`config.mk`:
```
export PLATFORM = sky130hd
export DESIGN_NAME = lnk_sc_bridge
export DESIGN_NICKNAME = d
export VERILOG_FILES = /design/src/rtl/lnk_pkg.sv /design/src/rtl/lnk_delay.sv /design/src/rtl/lnk_host_side.sv /design/src/rtl/lnk_remote_file.sv /design/src/rtl/lnk_sc_bridge.sv
export SDC_FILE = /design/constraint.sdc
export NUM_CORES = 1
export LEC_CHECK = 0
export ABC_CLOCK_PERIOD_IN_PS = 1580
export BUFFER_PORTS_ARGS = -buffer_cell sky130_fd_sc_hd__buf_2
export CORE_AREA = 4 4 181 183
export CTS_CLUSTER_DIAMETER = 120
export CTS_CLUSTER_SIZE = 8
export DETAILED_ROUTE_END_ITERATION = 8
export DIE_AREA = 0 0 185 187
export PLACE_DENSITY = 0.73
export RECOVER_POWER = 100
export SLEW_MARGIN = 30
export SYNTH_ARGS = -nofsm -noshare
export SYNTH_HDL_FRONTEND = slang
export SYNTH_SLANG_ARGS = --single-unit
export TNS_END_PERCENT = 5
```
`constraint.sdc`:
```
create_clock -name clk -period 1.58 [get_ports clk]
set_input_delay 0 -clock clk [delete_from_list [all_inputs] [get_ports clk]]
set_output_delay 0 -clock clk [all_outputs]
set_load 0.02 [all_outputs]
```
`src/rtl/lnk_pkg.sv`:
```
package lnk_pkg;

    localparam int DW   = 32;
    localparam int HAW  = 5;
    localparam int LSW  = 4;
    localparam int NREG = 5;
    localparam int IDXW = 3;

    localparam logic [HAW-1:0] WO_DATA  = 5'd28;
    localparam logic [HAW-1:0] WO_RADDR = 5'd29;
    localparam logic [HAW-1:0] WO_WADDR = 5'd30;
    localparam logic [HAW-1:0] WO_CTRL  = 5'd31;

    localparam logic [DW-1:0] RBASE = 32'h20;
    localparam logic [DW-1:0] RLAST = RBASE + DW'(4 * (NREG - 1));

    typedef enum logic [IDXW-1:0] {
        RI_STAT = 3'd0,
        RI_ERR  = 3'd1,
        RI_CTRL = 3'd2,
        RI_ACT  = 3'd3,
        RI_NOTE = 3'd4
    } rix_e;

    typedef struct packed {
        logic          wr;
        logic [DW-1:0] baddr;
        logic [DW-1:0] data;
    } req_t;

    typedef struct packed {
        logic hit;
        rix_e idx;
    } dec_t;

    function automatic dec_t addr_decode(input logic [DW-1:0] a);
        dec_t          r;
        logic [DW-1:0] off;
        off   = a - RBASE;
        r.hit = (a >= RBASE) && (a <= RLAST) && (a[1:0] == 2'b00);
        r.idx = rix_e'(off[IDXW+1:2]);
        return r;
    endfunction

endpackage

```
`src/rtl/lnk_delay.sv`:
```
module lnk_delay #(
    parameter int W   = 8,
    parameter int LAT = 3
) (
    input  logic         clk,
    input  logic         rst,
    input  logic         in_v,
    input  logic [W-1:0] in_d,
    output logic         out_v,
    output logic [W-1:0] out_d
);
    generate
        if (LAT == 0) begin : g_wire
            assign out_v = in_v;
            assign out_d = in_d;
        end else begin : g_pipe
            logic [LAT-1:0] v_q;
            logic [W-1:0]   d_q [LAT];

            always_ff @(posedge clk) begin
                if (rst) v_q[0] <= 1'b0;
                else     v_q[0] <= in_v;
                d_q[0] <= in_d;
            end

            for (genvar s = 1; s < LAT; s++) begin : g_stage
                always_ff @(posedge clk) begin
                    if (rst) v_q[s] <= 1'b0;
                    else     v_q[s] <= v_q[s-1];
                    d_q[s] <= d_q[s-1];
                end
            end

            assign out_v = v_q[LAT-1];
            assign out_d = d_q[LAT-1];
        end
    endgenerate
endmodule

```
`src/rtl/lnk_host_side.sv`:
```
module lnk_host_side
    import lnk_pkg::*;
(
    input  logic           clk,
    input  logic           rst,
    input  logic           host_wr,
    input  logic [HAW-1:0] host_addr,
    input  logic [DW-1:0]  host_wdata,
    output logic [DW-1:0]  host_rdata,
    output logic           start_o,
    output req_t           req_o,
    input  logic           rsp_v_i,
    input  logic [DW-1:0]  rsp_d_i,
    output logic           busy_o,
    output logic           done_o
);
    logic [DW-1:0] data_q, raddr_q, waddr_q;
    logic          busy_q, done_q, op_wr_q;
    logic          accept, go_rd, go_wr;

    assign accept = host_wr && !busy_q;
    assign go_rd  = accept && (host_addr == WO_RADDR);
    assign go_wr  = accept && (host_addr == WO_WADDR);

    assign start_o  = go_rd || go_wr;
    assign req_o.wr    = go_wr;
    assign req_o.baddr = host_wdata;
    assign req_o.data  = data_q;

    always_ff @(posedge clk) begin
        if (rst) begin
            data_q  <= '0;
            raddr_q <= '0;
            waddr_q <= '0;
            busy_q  <= 1'b0;
            done_q  <= 1'b0;
            op_wr_q <= 1'b0;
        end else begin
            if (rsp_v_i) begin
                busy_q <= 1'b0;
                done_q <= 1'b1;
                if (!op_wr_q) data_q <= rsp_d_i;
            end
            if (accept) begin
                case (host_addr)
                    WO_DATA:  data_q <= host_wdata;
                    WO_RADDR: begin
                        raddr_q <= host_wdata;
                        busy_q  <= 1'b1;
                        done_q  <= 1'b0;
                        op_wr_q <= 1'b0;
                    end
                    WO_WADDR: begin
                        waddr_q <= host_wdata;
                        busy_q  <= 1'b1;
                        done_q  <= 1'b0;
                        op_wr_q <= 1'b1;
                    end
                    default: ;
                endcase
            end
        end
    end

    always_comb begin
        case (host_addr)
            WO_DATA:  host_rdata = data_q;
            WO_RADDR: host_rdata = raddr_q;
            WO_WADDR: host_rdata = waddr_q;
            WO_CTRL:  host_rdata = {{(DW-2){1'b0}}, busy_q, done_q};
            default:  host_rdata = '0;
        endcase
    end

    assign busy_o = busy_q;
    assign done_o = done_q;
endmodule

```
`src/rtl/lnk_remote_file.sv`:
```
module lnk_remote_file
    import lnk_pkg::*;
(
    input  logic           clk,
    input  logic           rst,
    input  logic           req_v,
    input  req_t           req,
    input  logic [LSW-1:0] link_state,
    input  logic [DW-1:0]  err_set,
    output logic           rsp_v,
    output logic [DW-1:0]  rsp_d
);
    logic [DW-1:0] err_q, ctrl_q, act_q, note_q;
    logic [DW-1:0] err_clr;
    dec_t          dec;
    logic          wr_hit;

    assign dec    = addr_decode(req.baddr);
    assign wr_hit = req_v && req.wr && dec.hit;

    always_comb begin
        err_clr = '0;
        if (wr_hit && dec.idx == RI_ERR) err_clr = req.data;
    end

    always_ff @(posedge clk) begin
        if (rst) begin
            err_q  <= '0;
            ctrl_q <= '0;
            act_q  <= '0;
            note_q <= '0;
        end else begin
            err_q <= (err_q & ~err_clr) | err_set;
            if (wr_hit) begin
                case (dec.idx)
                    RI_CTRL: ctrl_q <= req.data;
                    RI_ACT:  act_q  <= req.data;
                    RI_NOTE: note_q <= req.data;
                    default: ;
                endcase
            end
        end
    end

    always_comb begin
        rsp_d = '0;
        if (dec.hit) begin
            case (dec.idx)
                RI_STAT: rsp_d = {{(DW-LSW){1'b0}}, link_state};
                RI_ERR:  rsp_d = err_q;
                RI_CTRL: rsp_d = ctrl_q;
                RI_ACT:  rsp_d = act_q;
                RI_NOTE: rsp_d = note_q;
                default: rsp_d = '0;
            endcase
        end
    end

    assign rsp_v = req_v;
endmodule

```
`src/rtl/lnk_sc_bridge.sv`:
```
module lnk_sc_bridge
    import lnk_pkg::*;
#(
    parameter int LAT = 3
) (
    input  logic           clk,
    input  logic           rst,
    input  logic           host_wr,
    input  logic [HAW-1:0] host_addr,
    input  logic [DW-1:0]  host_wdata,
    output logic [DW-1:0]  host_rdata,
    input  logic [LSW-1:0] link_state,
    input  logic [DW-1:0]  err_set
);
    localparam int RQW = $bits(req_t);

    logic          start;
    req_t          req_h, req_r;
    logic [RQW-1:0] req_r_bits;
    logic          rmt_v;
    logic          rmt_rsp_v;
    logic [DW-1:0] rmt_rsp_d;
    logic          rsp_v;
    logic [DW-1:0] rsp_d;
    logic          seq_busy, seq_done;

    lnk_host_side u_host (
        .clk        (clk),
        .rst        (rst),
        .host_wr    (host_wr),
        .host_addr  (host_addr),
        .host_wdata (host_wdata),
        .host_rdata (host_rdata),
        .start_o    (start),
        .req_o      (req_h),
        .rsp_v_i    (rsp_v),
        .rsp_d_i    (rsp_d),
        .busy_o     (seq_busy),
        .done_o     (seq_done)
    );

    lnk_delay #(.W(RQW), .LAT(LAT)) u_fwd (
        .clk   (clk),
        .rst   (rst),
        .in_v  (start),
        .in_d  (req_h),
        .out_v (rmt_v),
        .out_d (req_r_bits)
    );

    assign req_r = req_t'(req_r_bits);

    lnk_remote_file u_rmt (
        .clk        (clk),
        .rst        (rst),
        .req_v      (rmt_v),
        .req        (req_r),
        .link_state (link_state),
        .err_set    (err_set),
        .rsp_v      (rmt_rsp_v),
        .rsp_d      (rmt_rsp_d)
    );

    lnk_delay #(.W(DW), .LAT(LAT)) u_bwd (
        .clk   (clk),
        .rst   (rst),
        .in_v  (rmt_rsp_v),
        .in_d  (rmt_rsp_d),
        .out_v (rsp_v),
        .out_d (rsp_d)
    );
endmodule

```
==> results of run 1 <==
-- routing by layer --
layer / part of all wire [%] / up-vias
li1: - / 5542
met1: 46 / 5753
met2: 48 / 351
met3: 5.0 / 49
met4: 1.7 / 2
met5: 0.019 / -
-- cells by family after synthesis --
group                  after synthesis  synth area share [%]
muxes                              132                  8.10
buffers and inverters              137                  3.60
DFF                                524                  64.3
and+or+nand+nor                    403                  12.3
AOI/OAI and AO/OA                  293                  11.7
-- power breakdown --
group | total [µW] | switching (µW) | internal [µW]
clock network | 14000 | 5430 | 8570
logic | 868 | 474 | 394
registers | 13600 | 125 | 13500
-- layout by cell type (no fill, tap or decap), drive strengths merged --
cell type    netlist  routed
buf               28     117
bufinv             0       1
nand4              5       5
nor2b              9       9
a211oi            32      32
clkbuf            75     140
and4               1       1
o22ai              1       1
nor3b              5       5
nand2b           130     130
nor4               5       5
and4b              1       1
dlygate4sd3        0      67
and3b              1       1
and2               3       3
nand4bb            1       1
o21ai             33      33
a311oi            32      32
a221oi             2       2
inv               33      34
nand2            129     129
nand3             34      34
nor2              72      72
a22oi             91      91
clkinv             1       7
a222oi             1       1
mux2               1       1
a21oi            101     101
mux2i            131     131
nor3               4       4
nor4b              1       1
dfxtp            524     524
or3                2       2
-- path summary, 6_finish.rpt --
path	from	to	slack, ns	depth (start not counted)
hold / removal	host_addr[0]	u_host.data_q[29]	0.03	5
setup reg to reg	u_fwd.g_pipe.d_q[0][168]	u_rmt.act_q[13]	-0.37	6
setup / recovery	u_fwd.g_pipe.d_q[0][168]	u_rmt.act_q[13]	-0.37	6
hold reg to reg	u_fwd.g_pipe.d_q[0][21]	u_fwd.g_pipe.d_q[0][86]	0.31	0
-- repair_timing --
item                       in CTS  in global routing
pin swaps                       8                  6
gates cloned                    4                  1
hold endpoints to repair      171                  0
buffers inserted                5                  1
setup endpoints to repair     160                181
resized for setup              38                 27
hold buffers                   67                  0
-- sequential cells by signal, indices dropped and copies added, names as in the netlist --
register	count
u_rmt.note_q	32
u_host.op_wr_q	1
u_rmt.act_q	32
u_rmt.ctrl_q	32
u_host.waddr_q	32
u_host.done_o	1
u_host.raddr_q	32
u_fwd.g_pipe.v_q	2
u_fwd.g_pipe.d_q	195
u_bwd.g_pipe.d_q	96
u_bwd.out_v	1
u_host.data_q	32
u_bwd.g_pipe.v_q	2
u_fwd.out_v	1
u_host.busy_o	1
u_rmt.err_q	32
-- worst max-delay path, stage by stage (launching register included) --
cell and delay [ns]:
dfxtp_2 0.33, nor4b_4 0.37, buf_4 0.21, nand4_1 0.10, or3_4 0.44, buf_12 0.19
mux2i_1 0.23
-- through the flow --
step                utilization [%]  std cells  power, µW  setup slack, ns  hold slack [ns]
detailed placement             56.6       1959      14600           -0.359            0.157
floorplan                         -       1489      14200          -0.0647           0.0277
CTS                            66.2       2118      28600           -0.225          0.00278
finish                         66.4       2120      28500           -0.375           0.0311
global route                   66.4       2120      29300           -0.398           0.0754
global placement               56.6       1959      14600           -0.366            0.159
-- layout make-up --
class                   instances  area [µm²]
flip-flops and latches        524       10500
repair buffers                249        2070
clock buffers                  75        1880
inverters                      34         128
clock inverters                 8         148
well taps                     402         503
fillers                      2202       10500
multi-input cells             828        5520
==> summary.txt, run 1 <==
Run status
  • Status: finished with violations
  • Failing checks: negative setup slack

Floorplanning
  • Starting Density: between 50% and 60%
  • FP Rows: 65
  • Io pins: approximately 110
  • Die ar.: 34600 µm²
  • Die Y: 187 µm
  • Total core area: 31200 µm²
  • Die span in x: 185 µm

Synth
  • Post-synth ARST share: 0%
  • Synth Cell Area: 16300 µm²
  • Post-Syn Area per Cell: 11.0 µm²
  • Synth cell count leaders: 524 x dfxtp_1, 131 x mux2i_1, 130 x nand2b_1, 129 x nand2_1, 101 x a21oi_1
  • Top cell type's share of synthesized area: 64.3%
  • Synth warn: 0
  • Seq/Total Area, Yosys: 64.3%
  • Area leader, netlist: dfxtp_1
  • Synth unique cells: 36
  • Most frequent cell after synthesis: dfxtp_1
  • Post-synthesis instance total: 1489
  • Ys flop type: dfxtp_1
  • Mapped Nets: between 1500 and 2000
  • Synth top area cells: dfxtp_1 64%, mux2i_1 8.0%, nand2b_1 5.0%
  • #FFs+latches synth: 524
  • Post-synth EDFFs: 0

Routing
  • Iter 0 DRT Violations: a little under 1000
  • Final ANT Viol Nets: 0
  • Detailed-route wire length per cell: 19.8 µm
  • TritonRoute pass-1 iters: 5
  • Drc violations: 0
  • WL final: between 40000 and 50000 µm
  • Vias per cell: 5.52
  • Via count: 11700

STA
  • Least-Margin Pin Slew: 1.16 ns
  • RSZ-0062 raised after global routing: yes
  • Rel. slew slack: 22.6%
  • Final setup violation count: around 180
  • Final setup skew: between 0.015 and 0.02 ns
  • Setup tns final: -36.19 ns
  • PnR worst setup slack: -0.375 ns
  • Tmin final: a little under 2 ns
  • Final slew viol count: 0
  • Fmax: 0.512 GHz
  • Final period utilization: 124%
  • Hold Violations, Final: 0

Clocking
  • CTS tree: done
  • H-tree depth: 3
  • Max Buffers Root-to-Sink: 3
  • Clk sinks: 524
  • Worst-Skew Late Latency: 0.58 ns
  • Root buf cell: clkbuf_16
  • Clock-pin slew on the worst setup and hold paths: 0.05 ns
  • Cts bufs inserted: 75

Critical path
  • Crit path capture type: flip-flop
  • WP data required: between 2 and 2.5 ns
  • Crit path kind: flip-flop to flip-flop
  • CP Max Fanout: 16
  • Worst path arrival time: between 2 and 2.5 ns
  • Startpoint Class: flip-flop

Global route
  • GRT met3 Usage: 4.61%
  • First-pass GRT wire length: 66300 µm
  • Number of global-route vias before repair: 12000
  • Met1 GRT Util: 33.5%
  • GR Util met2: between 30 and 40%
  • Grt peak-use layer: met2
  • Total grt overflow: 0
  • Initial antenna violation count: 1
  • GRT Overall Usage: about a quarter
  • Pin count of the biggest net entering global routing: 53

Power and ir drop
  • Pwr dens: around 1400 nW/µm²
  • Maximum vdd drop: roughly 1.3 mV
  • P_leak: 0.00804 µW

Placement
  • # port buffers: 107
  • Post-detail-place hpwl: 23800 µm
  • Routability Congestion: 0.791
  • Area post-placement: roughly 18000 µm²

Layout
  • Post-route design area: a little over 20000 µm²
  • Ratio of cells with drive above 1 in the final layout: around 16%
  • P&R area growth vs syn: 27.0%
  • Final nets: 1788
  • Antenna diode count: 0

Hold path
  • Hold Path Class: input pin to flip-flop

Flow run
  • Number of max-cap violations: 0
Note: power is estimated with default switching activity, not from simulation.
==> run 2, diff against run 1 <==
--- a/config.mk
+++ b/config.mk
@@ -7,15 +7,17 @@
 export LEC_CHECK = 0
 export ABC_CLOCK_PERIOD_IN_PS = 1580
 export BUFFER_PORTS_ARGS = -buffer_cell sky130_fd_sc_hd__buf_2
-export CORE_AREA = 4 4 181 183
+export CORE_AREA = 4 4 193 195
 export CTS_CLUSTER_DIAMETER = 120
 export CTS_CLUSTER_SIZE = 8
 export DETAILED_ROUTE_END_ITERATION = 8
-export DIE_AREA = 0 0 185 187
-export PLACE_DENSITY = 0.73
+export DIE_AREA = 0 0 197 199
+export HOLD_SLACK_MARGIN = 0.05
+export PLACE_DENSITY = 0.69
 export RECOVER_POWER = 100
 export SLEW_MARGIN = 30
 export SYNTH_ARGS = -nofsm -noshare
 export SYNTH_HDL_FRONTEND = slang
+export SYNTH_HIERARCHICAL = 1
 export SYNTH_SLANG_ARGS = --single-unit
 export TNS_END_PERCENT = 5
==> run 2 against run 1 <==
  * The run still ends with negative setup slack left
  * Clock power barely moved
  * Largest cell class unchanged
  * Die area rose by 13%
  * First-iteration DRC count rose by 6.4%
  * Sequential share of layout area fell by 0.25 points
  * Critical path type unchanged
==> summary.txt, run 2 <==
Synth
  • Seq/Total Area, Yosys: 60.7% (-3.6 points)
  • Post-Syn Area per Cell: 10.9 µm² (-0.69%)
  • Synth Cell Area: 17300 µm² (+5.9%)
  • Mapped Nets: 1664 (+6.3%)
  • Synth top area cells: dfxtp_1 61%, mux2i_1 7.6%, buf_4 5.8%
  • Post-synthesis instance total: 1588 (+6.6%)
  • Top cell type's share of synthesized area: 60.7% (-3.6 points)
  • Synth unique cells: 42 (+17%)
  • #FFs+latches synth: 524 (unchanged)
  • Post-synth EDFFs: 0 (unchanged)
  • Area leader, netlist: dfxtp_1
  • Most frequent cell after synthesis: dfxtp_1
  • Post-synth ARST share: 0% (unchanged)
  • Ys flop type: dfxtp_1
  • Synth warn: 6 (+6)
  • Synth cell count leaders: 524 x dfxtp_1, 134 x buf_4, 134 x nand2_1, 132 x mux2i_1, 129 x nand2b_1

Layout
  • Largest registers: u_fwd/g_pipe.d_q (195), u_bwd/g_pipe.d_q (96)
  • Antenna diode count: 0 (unchanged)
  • Most flops, register: u_fwd/g_pipe.d_q
  • Commonest non-fill, non-tap cell in the layout: dfxtp_1
  • Ratio of cells with drive above 1 in the final layout: 16.1% (-0.22 points)
  • P&R area growth vs syn: 20.5%
  • Final nets: 1774 (-0.78%)
  • Post-route design area: 20800 µm² (+0.46%)
  • Most frequent cells in the layout: 522 x dfxtp_1, 134 x nand2_1, 130 x mux2i_1
  • Largest register FFs: 195 (unchanged)

Power and ir drop
  • Sequential Power Share: 47.9% (about the same)
  • Pwr dens: 1360 nW/µm² (-0.69%)
  • Sw Share: 20.5% (-0.68 points)
  • Comb pwr share: 3.0% (about the same)
  • Internal Pwr Total: 22600 µW (+0.63%)
  • Clock power frac: 49.1% (about the same)
  • Maximum vdd drop: 0.721 mV (-42%)
  • P_leak: 0.00839 µW (+4.3%)
  • Net Sw Power: 5820 µW (-3.4%)
  • Pwr Total: 28400 µW (-0.23%)

STA
  • Least-Margin Pin Slew: 0.541 ns (-0.619 ns)
  • Rel. slew slack: 63.9% (+41 points)
  • PnR worst setup slack: -0.203 ns (+0.171 ns)
  • Fmax: 0.561 GHz (+9.6%)
  • Final setup violation count: 155 (-13%)
  • RSZ-0062 raised after global routing: yes
  • Final period utilization: 113% (-11 points)
  • Final setup skew: 0.0172 ns (-0.000331 ns)
  • Tmin final: 1.78 ns (-0.171 ns)
  • Final slew viol count: 0 (unchanged)
  • Hold Violations, Final: 0 (unchanged)
  • Hold_ws: 0.108 ns (+0.0771 ns)
  • Setup tns final: -19.63 ns (+16.56 ns)

Global route
  • GRT Overall Usage: 21.2% (-2.7 points)
  • Total grt overflow: 0 (unchanged)
  • Initial antenna violation count: 0 (-1)
  • First-pass GRT wire length: 65600 µm (-1.1%)
  • Pin count of the biggest net entering global routing: 78 (+47%)
  • Number of global-route vias before repair: 11700 (-2.3%)

Hold path
  • Worst hold endpoint: u_host/data_q[20]
  • Hold Path Class: input pin to flip-flop
  • Hold Path Stages: 4 (-1)
  • Hold path start: host_addr[0]

Critical path
  • Crit path kind: flip-flop to flip-flop
  • Worst path most repeated cell: and4_4
  • CP peak stage delay: 0.33 ns (-0.11 ns)
  • Worst-path cell chain: nor4_4, buf_4, and4_4, and4_4, buf_12, mux2i_1
  • R2R Path End: u_rmt/ctrl_q[22]
  • Worst r2r src: u_fwd/g_pipe.d_q[0][171]
  • R2r setup slk: -0.20 ns (+0.17 ns)
  • Startpoint Class: flip-flop
  • WP data required: 2.06 ns (about the same)
  • R2R cell count: 6 (unchanged)
  • Worst path bufs/invs: 2 (unchanged)
  • Crit-path slowest cell: dfxtp_2
  • Worst path arrival time: 2.27 ns (-0.16 ns)
  • Crit path capture type: flip-flop
  • CP top delay family: simple AND/OR/NAND/NOR gates
  • CP Max Fanout: 8 (-8)

Floorplanning
  • Io pins: 108 (unchanged)
  • Starting Density: 48.8% (-3.4 points)
  • Die span in x: 197 µm (+6.5%)
  • FP Rows: 69 (+6.2%)
  • Total core area: 35400 µm² (+13%)
  • Die Y: 199 µm (+6.4%)
  • Die ar.: 39200 µm² (+13%)

Clocking
  • Worst-Skew Late Latency: 0.57 ns (about the same)
  • Cts bufs inserted: 75 (unchanged)
  • Clock-pin slew on the worst setup and hold paths: 0.05 ns (about the same)
  • CTS tree: done
  • Root buf cell: clkbuf_16
  • H-tree depth: 3 (unchanged)
  • Clk sinks: 524 (unchanged)
  • Max Buffers Root-to-Sink: 3 (unchanged)

Routing
  • WL final: 42100 µm (+0.12%)
  • Detailed-route wire length per cell: 19.4 µm (-2.0%)
  • TritonRoute pass-1 iters: 6 (+1)
  • Final ANT Viol Nets: 0 (unchanged)
  • Via count: 11500 (-1.6%)
  • Vias per cell: 5.32 (-3.7%)
  • Iter 0 DRT Violations: 1043 (+6.4%)
  • Drc violations: 0 (unchanged)

Placement
  • Routability Congestion: 0.784 (-0.90%)
  • Post-detail-place hpwl: 25300 µm (+6.3%)
  • # port buffers: 107 (unchanged)
  • Area post-placement: 17800 µm² (+0.90%)

Flow run
  • Number of max-cap violations: 0 (unchanged)

Run status
  • Status: finished with violations
  • Failing checks: negative setup slack
==> run 2: changes by cell type after synthesis, moves of 4 or more <==
| cell | before | now |
|---|---|---|
| a22oi_1 | 91 | 62 |
| nor3_1 | 2 | 6 |
| buf_2 | 14 | 26 |
| nand3_1 | 34 | 2 |
| inv_1 | 33 | 63 |
| a222oi_1 | 1 | 30 |
| nand2_1 | 129 | 134 |
| buf_4 | 3 | 134 |
| o21ai_0 | 33 | 0 |
| clkbuf_1 | 75 | 45 |
==> run 2: cells by family after synthesis <==
family,count (synthesis),synth area share [%]
multiplexers,132,7.64
AO/OA/AOI/OAI,261,10.5
XOR/XNOR,1,0.0507
AND/OR/NAND/NOR,384,11.3
flip-flops,524,60.7
buffers and inverters,286,9.80
==> run 2: final cells by class <==
| class | instances | area (µm²) |
|---|---|---|
| inverters | 64 | 240 |
| well taps | 461 | 577 |
| clock buffers | 77 | 1930 |
| flip-flops and latches | 524 | 10500 |
| fillers | 2822 | 14600 |
| multi-input cells | 778 | 5350 |
| clock inverters | 6 | 85.1 |
| repair buffers | 255 | 2160 |
==> run 2: per-layer routing <==
layer	wire (µm)	vias up	global-route usage, %
li1	-	5450	-
met2	19100	428	33.0
met5	0	-	0
met4	1020	0	7.42
met1	19200	5550	29.7
met3	2790	79	4.13
==> run 2: worst max path at each step <==
| stage | from | endpoint | slack (ns) | cells past startpoint |
|---|---|---|---|---|
| 2_1_floorplan | u_fwd/g_pipe.d_q[0][177] | u_rmt/act_q[10] | -0.08 | 7 |
| 6_report | u_fwd/g_pipe.d_q[0][171] | u_rmt/ctrl_q[22] | -0.20 | 6 |
| 5_1_grt | u_fwd/g_pipe.d_q[0][171] | u_rmt/err_q[19] | -0.30 | 7 |
| 4_1_cts | u_fwd/g_pipe.d_q[0][178] | u_rmt/note_q[12] | -0.22 | 6 |
| 3_5_place_dp | u_fwd/g_pipe.d_q[0][168] | u_bwd/g_pipe.d_q[0][1] | -0.26 | 7 |
| 3_3_place_gp | u_fwd/g_pipe.d_q[0][168] | u_bwd/g_pipe.d_q[0][1] | -0.25 | 7 |
==> run 2: through the flow <==
stage               setup slack (ns)  std cells  util (%)
floorplan                    -0.0839       1588         -
global placement              -0.252       1999      50.4
detailed placement            -0.260       1999      50.4
CTS                           -0.221       2164      58.9
global route                  -0.300       2165      58.9
finish                        -0.203       2165      58.9
==> run 2: tightest hold or removal path: stages <==
cell      delay [ns]
buf_2           0.20
nor3b_2         0.08
nand2_2         0.22
a211oi_1        0.11
==> run 2: timing repair <==
action / in CTS / in global routing
endpoints found under the hold margin: 171 / 0
endpoints found under the setup margin: 165 / 179
setup buffers: 1 / 1
cloned: 5 / 1
pin swaps: 20 / 17
resized for setup: 30 / 24
hold buffers: 76 / 0
==> run 2: power by group through the flow <==
stage / Sequential, µW / Clock, µW / Combinational (µW)
2_1_floorplan: 13800 / 0 / 494
3_3_place_gp: 13900 / 0 / 673
3_5_place_dp: 13900 / 0 / 683
4_1_cts: 13600 / 14200 / 843
5_1_grt: 13600 / 14800 / 905
6_report: 13600 / 14000 / 842
